==> src/rtl/tap_pkg.sv <==
package tap_pkg;

  typedef enum logic [2:0] {
    ST_IDLE  = 3'd0,
    ST_TAP1  = 3'd1,
    ST_LAT   = 3'd2,
    ST_WIN   = 3'd3,
    ST_TAP2  = 3'd4,
    ST_DRAIN = 3'd5
  } tap_state_e;

  typedef enum logic [1:0] {
    LIM_DUR = 2'd0,
    LIM_LAT = 2'd1,
    LIM_WIN = 2'd2
  } lim_sel_e;

  function automatic int unsigned max3(input int unsigned a, input int unsigned b,
                                       input int unsigned c);
    int unsigned m;
    m = (a > b) ? a : b;
    return (m > c) ? m : c;
  endfunction

endpackage

==> src/rtl/tap_axis_cmp.sv <==
module tap_axis_cmp #(
  parameter int SAMPLE_W  = 16,
  parameter int CFG_W     = 8,
  parameter int THR_SHIFT = 4,
  parameter int N_AXES    = 3
) (
  input  logic [N_AXES*SAMPLE_W-1:0] samples,
  input  logic [CFG_W-1:0]           thresh,
  input  logic [N_AXES-1:0]          axis_en,
  output logic [N_AXES-1:0]          over
);
  localparam int THR_W = CFG_W + THR_SHIFT;
  localparam int CMP_W = (SAMPLE_W > THR_W) ? SAMPLE_W : THR_W;

  logic [CMP_W-1:0] thr_scaled;
  assign thr_scaled = CMP_W'(thresh) << THR_SHIFT;

  for (genvar g = 0; g < N_AXES; g++) begin : g_axis
    logic [SAMPLE_W-1:0] raw;
    logic [SAMPLE_W-1:0] mag;
    assign raw = samples[g*SAMPLE_W +: SAMPLE_W];
    // Two's complement negate; the most negative code maps to its unsigned magnitude.
    assign mag = raw[SAMPLE_W-1] ? (~raw + 1'b1) : raw;
    assign over[g] = axis_en[g] && (CMP_W'(mag) > thr_scaled);
  end

endmodule

==> src/rtl/tap_interval_timer.sv <==
module tap_interval_timer
  import tap_pkg::*;
#(
  parameter int          CFG_W    = 8,
  parameter int unsigned DUR_UNIT = 625,
  parameter int unsigned LAT_UNIT = 1250,
  parameter int unsigned WIN_UNIT = 1250,
  parameter int          TIMER_W  = 19
) (
  input  logic             clk,
  input  logic             rst_n,
  input  logic             tick,
  input  logic             restart,
  input  lim_sel_e         sel,
  input  logic [CFG_W-1:0] cfg_dur,
  input  logic [CFG_W-1:0] cfg_lat,
  input  logic [CFG_W-1:0] cfg_win,
  output logic             past_limit,
  output logic             at_limit
);
  logic [TIMER_W-1:0] cnt_q, cnt_d;
  logic               cnt_en;
  logic [TIMER_W-1:0] lim_dur, lim_lat, lim_win, limit;

  assign lim_dur = TIMER_W'(cfg_dur) * TIMER_W'(DUR_UNIT);
  assign lim_lat = TIMER_W'(cfg_lat) * TIMER_W'(LAT_UNIT);
  assign lim_win = TIMER_W'(cfg_win) * TIMER_W'(WIN_UNIT);

  always_comb begin
    unique case (sel)
      LIM_LAT: limit = lim_lat;
      LIM_WIN: limit = lim_win;
      default: limit = lim_dur;
    endcase
  end

  // Saturating tick counter, zeroed on each phase change.
  assign cnt_en = restart || (tick && (cnt_q != {TIMER_W{1'b1}}));

  always_comb begin
    cnt_d = cnt_q;
    if (restart)     cnt_d = '0;
    else if (cnt_en) cnt_d = cnt_q + 1'b1;
  end

  always_ff @(posedge clk or negedge rst_n) begin
    if (!rst_n)      cnt_q <= '0;
    else if (cnt_en) cnt_q <= cnt_d;
  end

  assign past_limit = cnt_q > limit;
  assign at_limit   = cnt_q >= limit;

endmodule

==> src/rtl/tap_seq_fsm.sv <==
module tap_seq_fsm
  import tap_pkg::*;
#(
  parameter int N_AXES = 3
) (
  input  logic              clk,
  input  logic              rst_n,
  input  logic              smp_valid,
  input  logic [N_AXES-1:0] over,
  input  logic              dbl_off,
  input  logic              past_limit,
  input  logic              at_limit,
  output lim_sel_e          sel,
  output logic              restart,
  output logic              accept,
  output logic [N_AXES-1:0] seen_axes,
  output logic              single_pulse,
  output logic              double_pulse
);
  tap_state_e        state_q, state_d;
  logic [N_AXES-1:0] seen_q, seen_d;
  logic              acc_single, acc_double;
  logic              hit, quiet;

  assign hit   = smp_valid && (|over);
  assign quiet = smp_valid && !(|over);

  always_comb begin
    state_d    = state_q;
    seen_d     = seen_q;
    acc_single = 1'b0;
    acc_double = 1'b0;
    unique case (state_q)
      ST_IDLE: begin
        if (hit) begin
          state_d = ST_TAP1;
          seen_d  = over;
        end
      end
      ST_TAP1: begin
        if (hit) seen_d = seen_q | over;
        if (past_limit) begin
          state_d = quiet ? ST_IDLE : ST_DRAIN;
        end else if (quiet) begin
          acc_single = 1'b1;
          state_d    = dbl_off ? ST_IDLE : ST_LAT;
        end
      end
      ST_LAT: begin
        if (hit)           state_d = ST_DRAIN;
        else if (at_limit) state_d = ST_WIN;
      end
      ST_WIN: begin
        if (hit) begin
          state_d = ST_TAP2;
          seen_d  = over;
        end else if (at_limit) begin
          state_d = ST_IDLE;
        end
      end
      ST_TAP2: begin
        if (hit) seen_d = seen_q | over;
        if (past_limit) begin
          state_d = quiet ? ST_IDLE : ST_DRAIN;
        end else if (quiet) begin
          acc_double = 1'b1;
          state_d    = ST_IDLE;
        end
      end
      ST_DRAIN: begin
        if (quiet) state_d = ST_IDLE;
      end
      default: state_d = ST_IDLE;
    endcase
  end

  always_comb begin
    unique case (state_q)
      ST_LAT:  sel = LIM_LAT;
      ST_WIN:  sel = LIM_WIN;
      default: sel = LIM_DUR;
    endcase
  end

  assign restart   = state_d != state_q;
  assign accept    = acc_single || acc_double;
  assign seen_axes = seen_q;

  always_ff @(posedge clk or negedge rst_n) begin
    if (!rst_n) begin
      state_q      <= ST_IDLE;
      seen_q       <= '0;
      single_pulse <= 1'b0;
      double_pulse <= 1'b0;
    end else begin
      state_q      <= state_d;
      seen_q       <= seen_d;
      single_pulse <= acc_single;
      double_pulse <= acc_double;
    end
  end

  // a burst inside the dead time cancels the attempt.
  p_lat_cancel_r7: assert property (@(posedge clk) disable iff (!rst_n)
    (state_q == ST_LAT && hit) |=> (state_q == ST_DRAIN && !double_pulse));

  // tap event is a single-cycle pulse.
  p_single_width_r5: assert property (@(posedge clk) disable iff (!rst_n)
    single_pulse |=> !single_pulse);

  // a drained burst returns to idle on its first quiet sample.
  p_drain_exit_r5: assert property (@(posedge clk) disable iff (!rst_n)
    (state_q == ST_DRAIN && quiet) |=> (state_q == ST_IDLE));

endmodule

==> src/rtl/tap_detect.sv <==
module tap_detect
  import tap_pkg::*;
#(
  parameter int          SAMPLE_W  = 16,
  parameter int          CFG_W     = 8,
  parameter int          THR_SHIFT = 4,
  parameter int unsigned DUR_UNIT  = 625,
  parameter int unsigned LAT_UNIT  = 1250,
  parameter int unsigned WIN_UNIT  = 1250
) (
  input  logic                clk,
  input  logic                rst_n,
  input  logic                us_tick,
  input  logic                smp_valid,
  input  logic [SAMPLE_W-1:0] smp_x,
  input  logic [SAMPLE_W-1:0] smp_y,
  input  logic [SAMPLE_W-1:0] smp_z,
  input  logic [CFG_W-1:0]    cfg_thresh,
  input  logic [CFG_W-1:0]    cfg_dur,
  input  logic [CFG_W-1:0]    cfg_latency,
  input  logic [CFG_W-1:0]    cfg_window,
  input  logic [2:0]          cfg_axis_en,
  input  logic                src_clear,
  output logic                single_tap,
  output logic                double_tap,
  output logic [2:0]          tap_src
);
  localparam int          N_AXES   = 3;
  localparam int unsigned MAX_UNIT = max3(DUR_UNIT, LAT_UNIT, WIN_UNIT);
  localparam longint      MAX_LIM  = longint'((2**CFG_W) - 1) * longint'(MAX_UNIT);
  localparam int          TIMER_W  = $clog2(MAX_LIM + 2);

  logic [N_AXES-1:0] over;
  logic [N_AXES-1:0] seen_axes;
  logic              restart, accept, past_limit, at_limit, dbl_off;
  lim_sel_e          sel;
  logic [2:0]        src_q, src_d;
  logic              src_en;

  tap_axis_cmp #(
    .SAMPLE_W (SAMPLE_W),
    .CFG_W    (CFG_W),
    .THR_SHIFT(THR_SHIFT),
    .N_AXES   (N_AXES)
  ) i_cmp (
    .samples(({smp_z, smp_y, smp_x})),
    .thresh (cfg_thresh),
    .axis_en(cfg_axis_en),
    .over   (over)
  );

  tap_interval_timer #(
    .CFG_W   (CFG_W),
    .DUR_UNIT(DUR_UNIT),
    .LAT_UNIT(LAT_UNIT),
    .WIN_UNIT(WIN_UNIT),
    .TIMER_W (TIMER_W)
  ) i_timer (
    .clk       (clk),
    .rst_n     (rst_n),
    .tick      (us_tick),
    .restart   (restart),
    .sel       (sel),
    .cfg_dur   (cfg_dur),
    .cfg_lat   (cfg_latency),
    .cfg_win   (cfg_window),
    .past_limit(past_limit),
    .at_limit  (at_limit)
  );

  assign dbl_off = (cfg_latency == '0) || (cfg_window == '0);

  tap_seq_fsm #(
    .N_AXES(N_AXES)
  ) i_fsm (
    .clk         (clk),
    .rst_n       (rst_n),
    .smp_valid   (smp_valid),
    .over        (over),
    .dbl_off     (dbl_off),
    .past_limit  (past_limit),
    .at_limit    (at_limit),
    .sel         (sel),
    .restart     (restart),
    .accept      (accept),
    .seen_axes   (seen_axes),
    .single_pulse(single_tap),
    .double_pulse(double_tap)
  );

  // Sticky source mask: a set in the same cycle as a clear is kept.
  assign src_en = src_clear || accept;

  always_comb begin
    src_d = src_clear ? 3'b000 : src_q;
    if (accept) src_d = src_d | seen_axes;
  end

  always_ff @(posedge clk or negedge rst_n) begin
    if (!rst_n)      src_q <= '0;
    else if (src_en) src_q <= src_d;
  end

  assign tap_src = src_q;

  // a source bit only appears together with a tap pulse.
  p_src_rise_r6: assert property (@(posedge clk) disable iff (!rst_n)
    ((tap_src & ~$past(tap_src)) != 3'b000) |-> (single_tap || double_tap));

  // no double tap while either timing field is zero.
  p_dbl_off_r10: assert property (@(posedge clk) disable iff (!rst_n)
    double_tap |-> ($past(cfg_latency) != '0 && $past(cfg_window) != '0));

  // the second tap is never also reported as a single tap.
  p_excl_r8: assert property (@(posedge clk) disable iff (!rst_n)
    !(single_tap && double_tap));

endmodule

==> config.mk <==
export PLATFORM = sky130hd
export DESIGN_NAME = tap_detect
export DESIGN_NICKNAME = d
export VERILOG_FILES = /design/src/rtl/tap_pkg.sv /design/src/rtl/tap_axis_cmp.sv /design/src/rtl/tap_interval_timer.sv /design/src/rtl/tap_seq_fsm.sv /design/src/rtl/tap_detect.sv
export SDC_FILE = /design/constraint.sdc
export NUM_CORES = 1
export LEC_CHECK = 0
export BUFFER_PORTS_ARGS = -buffer_cell sky130_fd_sc_hd__buf_2
export CAP_MARGIN = 20
export CORE_UTILIZATION = 29
export DETAILED_ROUTE_END_ITERATION = 16
export PLACE_DENSITY_LB_ADDON = 0.15
export SETUP_SLACK_MARGIN = 0.1
export SLEW_MARGIN = 20
export SYNTH_ARGS = -nofsm -noshare
export SYNTH_HDL_FRONTEND = slang
export SYNTH_SLANG_ARGS = --single-unit
==> constraint.sdc <==
create_clock -name clk -period 6.14 [get_ports clk]
set_input_delay 0.307 -clock clk [delete_from_list [all_inputs] [get_ports clk]]
set_output_delay 0.307 -clock clk [all_outputs]
set_load 0.01 [all_outputs]
==> results.yml <==
pwr:
  powerDensity_nw_per_um2: 233.1
  p_clk_frac: 0.112
  p_switching_w: 0.0009028
  pwr-share-comb: 0.760
  p_sw_frac: 0.4493
  leakagePower_nw: 4.313
  p_total_w: 0.002010
  p_int_w: 0.001107
  ir_worst_vdd_uv: 124.4
  seq_power_share: 0.128
clock_network:
  cts_made_buffers: 5
  insertion_delay_ns: 0.27
  cts.clk_slew.worst_paths_ns: 0.05
  cts_sinks: 30
  cts.path.max_buffers: 2
  cts_tree: "built"
  cts.htree.levels: 2
  cts_root_buffer: "clkbuf_16"
  ctsHoldBuffers: 0
routing:
  drt_wl_total_mm: 17.28
  drc: 0
  drt-vias-per-instance: 4.807
  ant_nets: 0
  drt_iter0_markers: 167
  avgRoutedWirePerCell_um: 13.80
  vias: 6018
  first_pass_iters: 4
synthesis:
  yosysSeqAreaShare: 0.1092
  synth_edf_count: 0
  synth_area_leaders: "ha_1 31%, dfrtp_1 11%, fa_1 10%"
  yosys.cell_count.top_type: "ha_1"
  synthCells: 783
  ys.flop_type: "dfrtp_1"
  synth_cell_type_count: 58
  synth_common_cells: "170 x ha_1, 106 x inv_1, 45 x xnor2_1"
  synth_nets: 1077
  synthArstFlopShare: 1.000
  ys_ff_latch: 30
  yosysWarnings: 0
  synth.top_cell.area_share: 0.3095
  avgSynthCellArea_um2: 8.778
  synth.cell_area_um2: 6873
  synth_top_area_cell: "ha_1"
grt:
  grt_pass1_vias: 5934
  grt_remaining_overflow: 0
  grt_util_all_layers: 0.1453
  grt_max_degree: 31
  grt_pass1_wl_mm: 28.57
  antenna_found_initial: 1
hold_path:
  hold_path.class: "in2async"
run:
  maxCapViolations: 0
placement:
  dp_cells: 1239
  gp_congestion: 0.7999
  dpl_cell_area_um2: 8174
  hpwl_mm: 14.89
  port_buffers: 92
sta:
  finalMaxSlewViolations: 0
  finClkSkew_ns: 0.008681
  fmax_mhz: 171.5
  setup_viol: 0
  final.setup.tns_ns: 0
  period_needed_ns: 5.830
  slew_headroom: 0.5490
  hold_viol: 0
  rsz0062_at_grt: "true"
  fin_crit_sh: 0.9495
  tightest_slew_ns: 0.6681
critical_path:
  end_kind: "flop"
  startpoint_type: "input pin"
  cp_slowest_stage_delay_ns: 0.61
  cp_max_fo: 5
  crit_type: "in2reg"
  cp.arrival_ns: 5.98
  cp.required_ns: 6.29
  critPathSlowestCell: "fa_1"
floorplan:
  dieWidth_um: 155.9
  die_area_um2: 24320
  core_area_um2: 22920
  die_h_um: 155.9
  floorplan.initialDensity: 0.2999
  io_pins: 93
  rows: 55
outcome:
  status: "completed"
final_layout:
  drive_gt1_frac: 0.2513
  antennaDiodeCount: 0
  stdcell_area_um2: 8622
  fin_cells: 1252
  area_delta_synth_final_pct: 25.45
  fin_util: 0.3762
  finalNetCount: 1233
-- layout by cell type, fill, tap and decap left out, drive strengths merged, types with 24 or more instances in the layout --
| master | instances |
|---|---|
| a21oi | 42 |
| inv | 106 |
| nor2 | 30 |
| nand2 | 41 |
| dfrtp | 30 |
| buf | 166 |
| xnor2 | 46 |
| o21ai | 35 |
| fa | 36 |
| nor3 | 24 |
| ha | 170 |
-- metrics by stage --
step	setup WS [ns]	hold slack, ns
2_1_floorplan	0.1521	0.01141
3_3_place_gp	-0.4233	0.4080
3_5_place_dp	-0.4716	0.3996
4_1_cts	0.1316	0.1141
5_1_grt	-0.02597	0.1614
6_report	0.3100	0.07807
-- registers in the layout (all words and copies together) (netlist names) --
| name | cells |
|---|---|
| i_fsm.single_pulse | 1 |
| tap_src | 3 |
| i_fsm.double_pulse | 1 |
| i_fsm.seen_axes | 3 |
| i_timer.cnt_q | 19 |
| i_fsm.state_q | 3 |
-- worst paths after layout --
path,start,cells after the start,slack [ns],to
worst max-delay path,cfg_window[2],29,0.31,i_timer.cnt_q[13]$_DFFE_PN0P_
worst min-delay path,rst_n,1,0.08,i_timer.cnt_q[4]$_DFFE_PN0P_
worst max register to register,i_fsm.state_q[1]$_DFF_PN0_,19,1.07,i_timer.cnt_q[13]$_DFFE_PN0P_
worst min register to register,tap_src[0]$_DFFE_PN0P_,1,0.49,tap_src[0]$_DFFE_PN0P_
max in group asynchronous,rst_n,1,5.61,i_fsm.state_q[1]$_DFF_PN0_
min in group clk,us_tick,3,0.35,i_timer.cnt_q[18]$_DFFE_PN0P_
-- power by group through the flow --
stage / Clock, W / Sequential, W / Combinational [W]
after global routing: 0.000241 / 0.000261 / 0.00174
after detailed placement: 0 / 0.000260 / 0.00137
after CTS: 0.000232 / 0.000257 / 0.00142
final: 0.000225 / 0.000258 / 0.00153
after global placement: 0 / 0.000261 / 0.00137
after floorplan: 0 / 0.000241 / 0.000957
-- critical path: cells and delay by family --
family          cells  cell delay [ns]
fa+ha+maj           6             2.13
compound gates      9             1.63
buf+inv             7             0.78
simple gates        5             0.73
xor+xnor            2             0.41
-- cell type report --
cell class              count  area (um^2)
repair buffers            167         1086
clock inverters             2        10.01
clock buffers               5        125.1
fillers                  2400        14290
inverters                 106        405.4
well taps                 313        391.6
flip-flops and latches     30        750.7
multi-input cells         629         5853
-- cells by family after synthesis --
group           share of synthesized area
fa+ha+maj                          0.4143
simple gates                       0.1451
compound gates                     0.1708
buf+inv                           0.07063
xor+xnor                          0.08556
flops                              0.1092
mux                              0.004369
-- timing repair --
action | in CTS | in global routing
buffers inserted | 1 | 3
gates cloned | 0 | 2
endpoints found under the setup margin | 19 | 19
resized for setup | 5 | 48
pin swaps | 4 | 24
-- layer usage --
layer / up-vias / track usage / wire length [um]
li1: 3122 / - / -
met1: 2830 / 0.1999 / 8550
met2: 64 / 0.2494 / 8045
met3: 2 / 0.01806 / 646
met4: 0 / 0.01401 / 39
met5: - / 0 / 0
Note: power is estimated with default switching activity, not from simulation.
